--- src/rtl/pp_epp_pkg.sv ---
package pp_epp_pkg;
  localparam logic [2:0] IDX_STS  = 3'd1;
  localparam logic [2:0] IDX_CTL  = 3'd2;
  localparam logic [2:0] IDX_EADR = 3'd3;
  localparam logic [2:0] IDX_EDAT = 3'd4;

  localparam logic [7:0] GATE_MASK  = 8'h2F;
  localparam logic [7:0] GATE_WR    = 8'h04;
  localparam logic [7:0] GATE_RD    = 8'h24;
  localparam logic [7:0] CTL_RESET  = 8'h0C;
  localparam int         DIR_BIT    = 5;

  typedef enum logic [1:0] {
    HS_IDLE = 2'd0,
    HS_WAIT = 2'd1,
    HS_RESP = 2'd2
  } host_st_e;
endpackage

--- src/rtl/pp_epp_qual.sv ---
module pp_epp_qual
  import pp_epp_pkg::*;
(
  input  logic [7:0] ctl,
  input  logic       is_write,
  output logic       ok
);
  logic [7:0] want;

  always_comb begin
    want = is_write ? GATE_WR : GATE_RD;
    ok   = ((ctl & GATE_MASK) == want);
  end
endmodule

--- src/rtl/pp_epp_seq.sv ---
module pp_epp_seq #(
  parameter int DW = 32,
  parameter int CW = $clog2(DW/8 + 1)
) (
  input  logic          clk,
  input  logic          rst_n,
  input  logic          start,
  input  logic          we,
  input  logic          sel_addr,
  input  logic [CW-1:0] nbytes,
  input  logic [DW-1:0] wdata,
  input  logic          dn_ack,
  input  logic          dn_tmo,
  input  logic [7:0]    dn_rbyte,
  output logic          dn_req,
  output logic          dn_we,
  output logic          dn_sel_addr,
  output logic [7:0]    dn_wbyte,
  output logic          fin,
  output logic          fin_err,
  output logic [DW-1:0] rd_word
);
  localparam int NB = DW / 8;

  logic          run_q, run_d;
  logic [CW-1:0] cnt_q, cnt_d;
  logic [CW-1:0] nb_q, nb_d;
  logic          we_q, we_d;
  logic          sel_q, sel_d;
  logic [DW-1:0] wd_q, wd_d;
  logic [DW-1:0] acc_q, acc_d;
  logic          step;

  assign step        = run_q && (dn_ack || dn_tmo);
  assign fin         = step && (dn_tmo || (cnt_q == nb_q - CW'(1)));
  assign fin_err     = step && dn_tmo;
  assign dn_req      = run_q;
  assign dn_we       = we_q;
  assign dn_sel_addr = sel_q;
  assign rd_word     = acc_d;

  always_comb begin
    dn_wbyte = '0;
    for (int i = 0; i < NB; i++) begin
      if (cnt_q == CW'(i)) dn_wbyte = wd_q[8*i +: 8];
    end
  end

  always_comb begin
    run_d = run_q;
    cnt_d = cnt_q;
    nb_d  = nb_q;
    we_d  = we_q;
    sel_d = sel_q;
    wd_d  = wd_q;
    acc_d = acc_q;
    if (start) begin
      run_d = 1'b1;
      cnt_d = '0;
      nb_d  = nbytes;
      we_d  = we;
      sel_d = sel_addr;
      wd_d  = wdata;
      acc_d = '0;
    end else if (step) begin
      for (int i = 0; i < NB; i++) begin
        if (cnt_q == CW'(i) && !dn_tmo) acc_d[8*i +: 8] = dn_rbyte;
      end
      if (fin) run_d = 1'b0;
      else     cnt_d = cnt_q + CW'(1);
    end
  end

  always_ff @(posedge clk or negedge rst_n) begin
    if (!rst_n) begin
      run_q <= 1'b0;
      cnt_q <= '0;
      nb_q  <= '0;
      we_q  <= 1'b0;
      sel_q <= 1'b0;
      wd_q  <= '0;
      acc_q <= '0;
    end else begin
      run_q <= run_d;
      cnt_q <= cnt_d;
      nb_q  <= nb_d;
      we_q  <= we_d;
      sel_q <= sel_d;
      wd_q  <= wd_d;
      acc_q <= acc_d;
    end
  end

  // the byte counter never runs past the access length
  p_cnt_bound_r12: assert property (@(posedge clk) disable iff (!rst_n)
    run_q |-> (cnt_q < nb_q));
  // no new access starts while a byte is outstanding
  p_start_idle_r12: assert property (@(posedge clk) disable iff (!rst_n)
    start |-> !run_q);
endmodule

--- src/rtl/pp_epp_gate.sv ---
module pp_epp_gate
  import pp_epp_pkg::*;
#(
  parameter int DW = 32
) (
  input  logic          clk,
  input  logic          rst_n,
  input  logic          host_valid,
  input  logic          host_we,
  input  logic [2:0]    host_idx,
  input  logic [1:0]    host_size,
  input  logic [DW-1:0] host_wdata,
  output logic [DW-1:0] host_rdata,
  output logic          host_ready,
  input  logic [7:0]    st_lines,
  output logic [7:0]    ctl_lines,
  output logic          dir_out,
  output logic          ctl_load,
  output logic          dn_req,
  output logic          dn_we,
  output logic          dn_sel_addr,
  output logic [7:0]    dn_wbyte,
  input  logic [7:0]    dn_rbyte,
  input  logic          dn_ack,
  input  logic          dn_tmo
);
  localparam int NB = DW / 8;
  localparam int CW = $clog2(NB + 1);

  logic rst_s1, rst_sn;
  always_ff @(posedge clk or negedge rst_n) begin
    if (!rst_n) begin
      rst_s1 <= 1'b0;
      rst_sn <= 1'b0;
    end else begin
      rst_s1 <= 1'b1;
      rst_sn <= rst_s1;
    end
  end

  host_st_e      st_q, st_d;
  logic [7:0]    ctl_q, ctl_d;
  logic [7:0]    lines_q, lines_d;
  logic          dir_q, dir_d;
  logic          load_q, load_d;
  logic          tmo_q, tmo_d;
  logic [DW-1:0] rdata_q, rdata_d;
  logic [DW-1:0] mask_q, mask_d;

  logic          is_epp, gate_ok, seq_start;
  logic [CW-1:0] nb_dec;
  logic          seq_fin, seq_err;
  logic [DW-1:0] seq_rd;

  pp_epp_qual u_qual (
    .ctl      (ctl_q),
    .is_write (host_we),
    .ok       (gate_ok)
  );

  pp_epp_seq #(.DW(DW), .CW(CW)) u_seq (
    .clk         (clk),
    .rst_n       (rst_sn),
    .start       (seq_start),
    .we          (host_we),
    .sel_addr    (host_idx == IDX_EADR),
    .nbytes      (nb_dec),
    .wdata       (host_wdata),
    .dn_ack      (dn_ack),
    .dn_tmo      (dn_tmo),
    .dn_rbyte    (dn_rbyte),
    .dn_req      (dn_req),
    .dn_we       (dn_we),
    .dn_sel_addr (dn_sel_addr),
    .dn_wbyte    (dn_wbyte),
    .fin         (seq_fin),
    .fin_err     (seq_err),
    .rd_word     (seq_rd)
  );

  assign is_epp = (host_idx == IDX_EADR) || (host_idx == IDX_EDAT);

  always_comb begin
    if (host_idx == IDX_EADR) nb_dec = CW'(1);
    else begin
      case (host_size)
        2'd0:    nb_dec = CW'(1);
        2'd1:    nb_dec = CW'(2);
        default: nb_dec = CW'(4);
      endcase
    end
    if (nb_dec > CW'(NB)) nb_dec = CW'(NB);
  end

  always_comb begin
    mask_d = '0;
    for (int i = 0; i < NB; i++) begin
      if (CW'(i) < nb_dec) mask_d[8*i +: 8] = 8'hFF;
    end
  end

  always_comb begin
    st_d      = st_q;
    ctl_d     = ctl_q;
    lines_d   = lines_q;
    dir_d     = dir_q;
    load_d    = 1'b0;
    tmo_d     = tmo_q;
    rdata_d   = rdata_q;
    seq_start = 1'b0;
    case (st_q)
      HS_IDLE: begin
        if (host_valid) begin
          rdata_d = '0;
          if (is_epp && gate_ok) begin
            seq_start = 1'b1;
            st_d      = HS_WAIT;
          end else begin
            st_d = HS_RESP;
            if (!host_we) begin
              if (is_epp)                rdata_d = mask_d;
              else if (host_idx == IDX_STS) rdata_d = DW'({st_lines[7:1], tmo_q});
              else if (host_idx == IDX_CTL) rdata_d = DW'(ctl_q);
            end else if (host_idx == IDX_STS) begin
              if (host_wdata[0]) tmo_d = 1'b0;
            end else if (host_idx == IDX_CTL && host_wdata[7:0] != ctl_q) begin
              ctl_d   = host_wdata[7:0];
              dir_d   = host_wdata[DIR_BIT];
              lines_d = host_wdata[7:0] & ~(8'(1) << DIR_BIT);
              load_d  = 1'b1;
            end
          end
        end
      end
      HS_WAIT: begin
        if (seq_fin) begin
          st_d = HS_RESP;
          if (seq_err) tmo_d = 1'b1;
          if (dn_we)        rdata_d = '0;
          else if (seq_err) rdata_d = mask_q;
          else              rdata_d = seq_rd;
        end
      end
      default: st_d = HS_IDLE;
    endcase
  end

  always_ff @(posedge clk or negedge rst_sn) begin
    if (!rst_sn) begin
      st_q    <= HS_IDLE;
      ctl_q   <= CTL_RESET;
      lines_q <= CTL_RESET;
      dir_q   <= 1'b0;
      load_q  <= 1'b0;
      tmo_q   <= 1'b0;
      rdata_q <= '0;
      mask_q  <= '0;
    end else begin
      st_q    <= st_d;
      ctl_q   <= ctl_d;
      lines_q <= lines_d;
      dir_q   <= dir_d;
      load_q  <= load_d;
      tmo_q   <= tmo_d;
      rdata_q <= rdata_d;
      if (seq_start) mask_q <= mask_d;
    end
  end

  assign host_rdata = rdata_q;
  assign host_ready = (st_q == HS_RESP);
  assign ctl_lines  = lines_q;
  assign dir_out    = dir_q;
  assign ctl_load   = load_q;

  // a downstream byte is only requested while the host waits
  p_one_xfer_r12: assert property (@(posedge clk) disable iff (!rst_sn)
    dn_req |-> (st_q == HS_WAIT));
  // completion is a single-cycle pulse
  p_ready_pulse_r12: assert property (@(posedge clk) disable iff (!rst_sn)
    host_ready |=> !host_ready);
  // a downstream timeout leaves the flag set
  p_tmo_sticky_r6: assert property (@(posedge clk) disable iff (!rst_sn)
    (dn_req && dn_tmo) |=> tmo_q);
  // forwarded writes only under the write pattern
  p_wgate_r3: assert property (@(posedge clk) disable iff (!rst_sn)
    (dn_req && dn_we) |-> ((ctl_q & GATE_MASK) == GATE_WR));
  // forwarded reads only under the read pattern
  p_rgate_r4: assert property (@(posedge clk) disable iff (!rst_sn)
    (dn_req && !dn_we) |-> ((ctl_q & GATE_MASK) == GATE_RD));
  // a load pulse always follows a real change of control
  p_load_change_r9: assert property (@(posedge clk) disable iff (!rst_sn)
    ctl_load |-> (ctl_q != $past(ctl_q)));
endmodule

--- config.mk ---
export PLATFORM = sky130hd
export DESIGN_NAME = pp_epp_gate
export DESIGN_NICKNAME = d
export VERILOG_FILES = /design/src/rtl/pp_epp_pkg.sv /design/src/rtl/pp_epp_qual.sv /design/src/rtl/pp_epp_seq.sv /design/src/rtl/pp_epp_gate.sv
export SDC_FILE = /design/constraint.sdc
export NUM_CORES = 1
export LEC_CHECK = 0
export BUFFER_PORTS_ARGS = -buffer_cell sky130_fd_sc_hd__buf_2
export CORE_UTILIZATION = 35
export DETAILED_ROUTE_END_ITERATION = 8
export PLACE_DENSITY = 0.63
export SLEW_MARGIN = 40
export SYNTH_ARGS = -nofsm -noshare
export SYNTH_HDL_FRONTEND = slang
export SYNTH_SLANG_ARGS = --single-unit
export TNS_END_PERCENT = 100
--- constraint.sdc ---
create_clock -name clk -period 4.4 [get_ports clk]
set_clock_uncertainty 0.05 [all_clocks]
set_input_delay 0.88 -clock clk [delete_from_list [all_inputs] [get_ports clk]]
set_output_delay 0.88 -clock clk [all_outputs]
set_load 0.02 [all_outputs]
# Word level (Yosys, flattened, before mapping)
# Cells that the tools add are included.
# word_totals
regBits,159
input_bits,59
output_inout_bits,54
# classes
addsub,2
n_lt_le_gt_ge,5
n_eq_ne,21
muxes,55
bitwise,2
reduce_logical,25
# ops
op,n
32-bit two-way mux,9
8-bit two-way mux,14
32-bit case mux with 2 select lines,1
1-bit two-way mux,19
"2-bit != test, second input constant",8
3-bit two-way mux,5
"3-bit by 2-bit equality test with 1-bit output, second input constant",4
1-bit logical AND,9
6-bit by 8-bit equality test with 1-bit output,1
8-bit != test,1
8-bit AND reduction,1
"3-bit by 1-bit equality test with 1-bit output, second input constant",2
"1-bit by 3-bit less-than comparator with 1-bit output, first input constant",2
"2-bit by 3-bit less-than comparator with 1-bit output, first input constant",2
2-bit two-way mux,3
6-bit two-way mux,1
3-bit case mux with 2 select lines,1
2-bit AND reduction,3
6-bit AND reduction,1
2-bit nonzero test,3
"2-bit by 1-bit equality test with 1-bit output, second input constant",2
2-bit zero test,2
2-bit case mux with 2 select lines,1
"3-bit by 1-bit adder with 3-bit output, second input constant",1
11 further kinds,14

# Logic depth before layout (Yosys ltp)
# depth
depth_word,12
mapped_depth,9

# Cells and area by module
# A second synthesis with hierarchy kept.
# hier_totals
hier_cells,566
area_unflattened_um2,5988.2
# by_module_without_submodules
mod,n_inst,cells_each,area_per_inst_um2
pp_epp_seq,1,293,3320.7
pp_epp_gate,1,270,2632.5
pp_epp_qual,1,3,35.0

# Worst setup path after synthesis
# Ideal clock, no wire load.
# synth_path
path_type,input to register
startpoint,input port host_idx[2]
endpoint,register ctl_q[1]
setup_ns,0.125
arrival_time_ns,2.572
t_required_ns,4.225
slack_ns,1.653
stages,5
cell_sequence,clkbuf_1 > or3b_1 > or4b_1 > a21oi_2 > mux2_2
# synth_between
elab_chain_cells,5
elab_cells_between_ends,10
# synth_lines
element,line,rtl
"start, declared",pp_epp_gate.sv:10,"input logic [2:0] host_idx,"
3-bit by 2-bit equality test with 1-bit output / 3-bit equality test (equally long branches),pp_epp_gate.sv:81,assign is_epp = (host_idx == IDX_EADR) || (host_idx == IDX_EDAT);
1-bit logical OR,pp_epp_gate.sv:81,
1-bit logical AND,pp_epp_gate.sv:115,if (is_epp && gate_ok) begin
1-bit inverter (no line),-,
6-bit AND reduction (no line) *,-,
"end signal, assigned",pp_epp_gate.sv:160,ctl_q <= ctl_d;
"end, declared",pp_epp_gate.sv:42,"logic [7:0] ctl_q, ctl_d;"
# Every way passes the cells marked *; elsewhere a longest branch is shown, timed or not.
# A chain may end at the register's enable or synchronous reset.

# Final worst setup path
# layout_path
startpoint,register u_seq.cnt_q[1]
endpoint,output port dn_wbyte[1]
# layout_between
elab_chain_cells,5
elab_cells_between_ends,8
# layout_lines
element,line,rtl
"start, declared",pp_epp_seq.sv:26,"logic [CW-1:0] cnt_q, cnt_d;"
"start signal, assigned",pp_epp_seq.sv:85,cnt_q <= cnt_d;
3-bit zero test,pp_epp_seq.sv:45,if (cnt_q == CW'(i)) dn_wbyte = wd_q[8*i +: 8];
8-bit two-way mux (3 in series),pp_epp_seq.sv:45,
8-bit two-way mux *,pp_epp_seq.sv:45,
"end, declared",pp_epp_gate.sv:22,"output logic [7:0] dn_wbyte,"
# Marks and branches as above.

==> impl_metrics.json <==
{
  "nets": 736,
  "overflow": 0,
  "period_minus_slack_ns": 3.41,
  "cpLargestDelayFamily": "compound AO/OA/AOI/OAI gates",
  "syn_area_per_cell_um2": 10.0,
  "worstSetupEndpointType": "primary output",
  "clock.fmax_mhz": 293,
  "drt-wirelength-per-cell_um": 16.2,
  "synthesis.area_um2": 5710,
  "period_share": 0.775,
  "cts_buffers": 17,
  "synth_top_family_by_area": "simple AND/OR/NAND/NOR gates",
  "internal_power_w": 0.00228,
  "grt_pass1_vias": 4616,
  "tightest_slew_ns": 0.755,
  "synth-edff-count": 0,
  "vdd_ir_drop_max_uv": 255,
  "cp_slowest_cell": "nor2b_1",
  "clk_pin_slew_worst_paths_ns": 0.06,
  "ant_nets": 0,
  "synth_seq_cells": 122,
  "yosys.area.top_type_share": 0.526,
  "die_h_um": 130,
  "cp_max_fo": 10,
  "final_cell_area_um2": 7020,
  "hold_buffers": 0,
  "syn_nets": 633,
  "worst_hold_path_type": "input port to async pin",
  "slew_headroom": 0.494,
  "p_per_area_nw_per_um2": 449,
  "synth_area_leaders": "dfrtp_1, nand2_1, mux2i_1, o21ai_0, a221o_1",
  "grt_antenna_before_repair": 0,
  "grt_max_degree": 58,
  "num_vias": 4629,
  "slew_violations": 0,
  "diodes": 0,
  "r2r_slack_ns": 1.48,
  "clock_path_buffers": 2,
  "place_congestion": 0.827,
  "cpPeakStageDelay_ns": 0.51,
  "initial_core_util": 0.359,
  "cts_tree": "yes",
  "finalSetupTns_ns": 0,
  "clk_latency_ns": 0.41,
  "ys_seq_area_frac": 0.535,
  "cts-resized-gates": 0,
  "power.switching_w": 0.000870,
  "synthAdderAreaFrac": 0.0132,
  "drive_above_1_share": 0.241,
  "ys.flop_type": "dfrtp_1",
  "crit_type": "flop to primary output",
  "coreArea_um2": 15900,
  "setup_ws_ns": 0.989,
  "switching_share": 0.276,
  "stdcell_count": 900,
  "path_cells": "inv_1, ha_1, nor2b_1, a22oi_1, o21ai_0, a22o_1, buf_2",
  "synth-simple-area-share": 0.157,
  "drt-initial-drc-count": 267,
  "status": "completed",
  "critPathRequiredTime_ns": 3.47,
  "synth_mux_area_frac": 0.0895,
  "r2r-start": "u_seq.nb_q[0]",
  "critPathBufInv": 2,
  "routed_via_density": 5.14,
  "reg2reg_depth": 7,
  "setup_violations": 0,
  "ys_warn_count": 0,
  "cts_root_buffer": "clkbuf_16",
  "synth-compound-area-share": 0.148,
  "syn_to_final_growth_pct": 22.9,
  "drt_pass1_iterations": 7,
  "max_cap_viol_count": 0,
  "place_ws_ns": 0.923,
  "io-pin-count": 113,
  "h-tree-depth": 4,
  "synth_xor_xnor_area_share": 0.0226,
  "n_fill_cell": 1552,
  "rsz0062_at_grt": "no",
  "grtUsageTotal": 0.184,
  "dpl_cell_area_um2": 6440,
  "seqPwrFrac": 0.427,
  "worstReg2RegEnd": "host_rdata[12]",
  "clkPwrFrac": 0.425,
  "crit_arrival_ns": 2.48,
  "dp_hpwl_um": 10300,
  "p_comb_frac": 0.148,
  "synth_largest_area_cell": "dfrtp_1",
  "worstSetupStartpointType": "flop",
  "wl_um": 14600,
  "timing.final.hold_violations": 0,
  "die_area_um2": 16800,
  "port_buffers": 110,
  "rows": 46,
  "synth.distinct_cells": 49,
  "cts_sinks": 122,
  "synth_cells": 568,
  "async_reset_ff_frac": 1.00,
  "leakagePower_nw": 3.82,
  "grt_first_pass_wirelength_um": 23500,
  "placedCellCount": 868,
  "post-cts-setup-buffers": 0,
  "dieWidth_um": 130,
  "drc": 0
}
==> worst max path at each step <==
| stage | start | end | slack (ns) | cells past startpoint |
|---|---|---|---|---|
| floorplan | rst_sn | ctl_load | 0.70 | 0 |
| global placement | host_idx[0] | u_seq.nb_q[1] | 1.02 | 8 |
| detailed placement | host_idx[2] | u_seq.nb_q[1] | 0.92 | 8 |
| CTS | u_seq.cnt_q[1] | dn_wbyte[2] | 0.98 | 7 |
| global route | u_seq.cnt_q[1] | dn_wbyte[2] | 0.77 | 7 |
| finish | u_seq.cnt_q[1] | dn_wbyte[1] | 0.99 | 7 |
==> final cells by class <==
| cell class | instances | area [µm²] | share of cell area |
|---|---|---|---|
| Timing Repair Buffer | 119 | 631 | 0.0899 |
| Tap cell | 216 | 270 | 0.0385 |
| Inverter | 5 | 18.8 | 0.00268 |
| Clock inverter | 11 | 121 | 0.0173 |
| Sequential cell | 122 | 3060 | 0.436 |
| Clock buffer | 21 | 450 | 0.0642 |
| Multi-Input combinational cell | 406 | 2460 | 0.351 |
==> stage by stage <==
step           hold WS [ns]  power (W)  utilization
6_report              0.190    0.00315        0.442
5_1_grt               0.175    0.00329        0.442
4_1_cts               0.174    0.00317        0.442
3_5_place_dp          0.286    0.00183        0.406
3_3_place_gp          0.288    0.00181        0.404
2_1_floorplan         0.281    0.00165            -
==> state kept, by name, indices dropped and copies added, names as in the netlist <==
signal / count
u_seq.dn_req: 1
ctl_load: 1
rst_sn: 1
u_seq.cnt_q: 3
rst_s1: 1
host_rdata: 32
u_seq.dn_sel_addr: 1
tmo_q: 1
u_seq.wd_q: 32
u_seq.nb_q: 2
mask_q: 4
u_seq.acc_q: 32
st_q: 2
ctl_q: 8
u_seq.dn_we: 1
==> power groups by stage <==
stage / Sequential, W / Combinational (W) / Clock [W]
after CTS: 0.00135 / 0.000469 / 0.00136
after floorplan: 0.00139 / 0.000264 / 0
after global routing: 0.00136 / 0.000518 / 0.00141
after global placement: 0.00136 / 0.000447 / 0
final: 0.00135 / 0.000466 / 0.00134
after detailed placement: 0.00136 / 0.000465 / 0
==> worst reg2reg max path, delay by kind of cell (launching register included) <==
family / cells / cell delay (ns)
xor gates and xnor gates: 1 / 0.13
buffers and inverters: 2 / 0.38
and+or+nand+nor: 1 / 0.58
adders and majority gates: 1 / 0.30
AOI/OAI and AO/OA: 2 / 0.99
DFF: 1 / 0.36
==> per-layer routing <==
layer | global-route usage | vias up | share of wire
met5 | 0 | - | 0
met4 | 0.0636 | 0 | 0.018
met3 | 0.0402 | 18 | 0.047
met2 | 0.299 | 134 | 0.48
met1 | 0.244 | 2298 | 0.46
li1 | - | 2179 | -
==> placed cells by master (no fill, tap or decap), types with 3 or more instances in the layout <==
cell type	count
o211ai_1	10
nand2b_1	4
nand2_1	132
o21ai_0	55
inv_1	5
clkinv_2	4
buf_4	8
nor2b_1	5
mux2_1	9
buf_2	110
ha_1	6
a221o_1	24
nor2_1	50
mux2i_1	33
dfrtp_1	119
xnor2_1	3
clkbuf_16	17
a22oi_1	8
a21oi_1	12
clkbuf_1	3
mux2_2	7
xor2_1	9
a22o_1	8
==> synthesized netlist by cell type, drive strengths merged (2+ instances only) <==
| master | n |
|---|---|
| conb | 2 |
| a22oi | 8 |
| nor4 | 2 |
| xor2 | 9 |
| inv | 5 |
| nand2 | 132 |
| or3b | 2 |
| nand3 | 2 |
| buf | 7 |
| xnor2 | 3 |
| clkbuf | 28 |
| ha | 6 |
| a22o | 8 |
| o21ai | 56 |
| nor2b | 5 |
| dfstp | 2 |
| dfrtp | 120 |
| a21oi | 13 |
| a221o | 24 |
| o211ai | 10 |
| nor2 | 52 |
| mux2i | 33 |
| mux2 | 16 |
| nand2b | 4 |
==> logic make-up after synthesis <==
kind of cell	count (synthesis)
buffers and inverters	40
and+or+nand+nor	211
AOI/OAI and AO/OA	125
other	2
adders and majority gates	6
muxes	49
DFF	122
xor gates and xnor gates	13
Note: power is estimated with default switching activity, not from simulation.
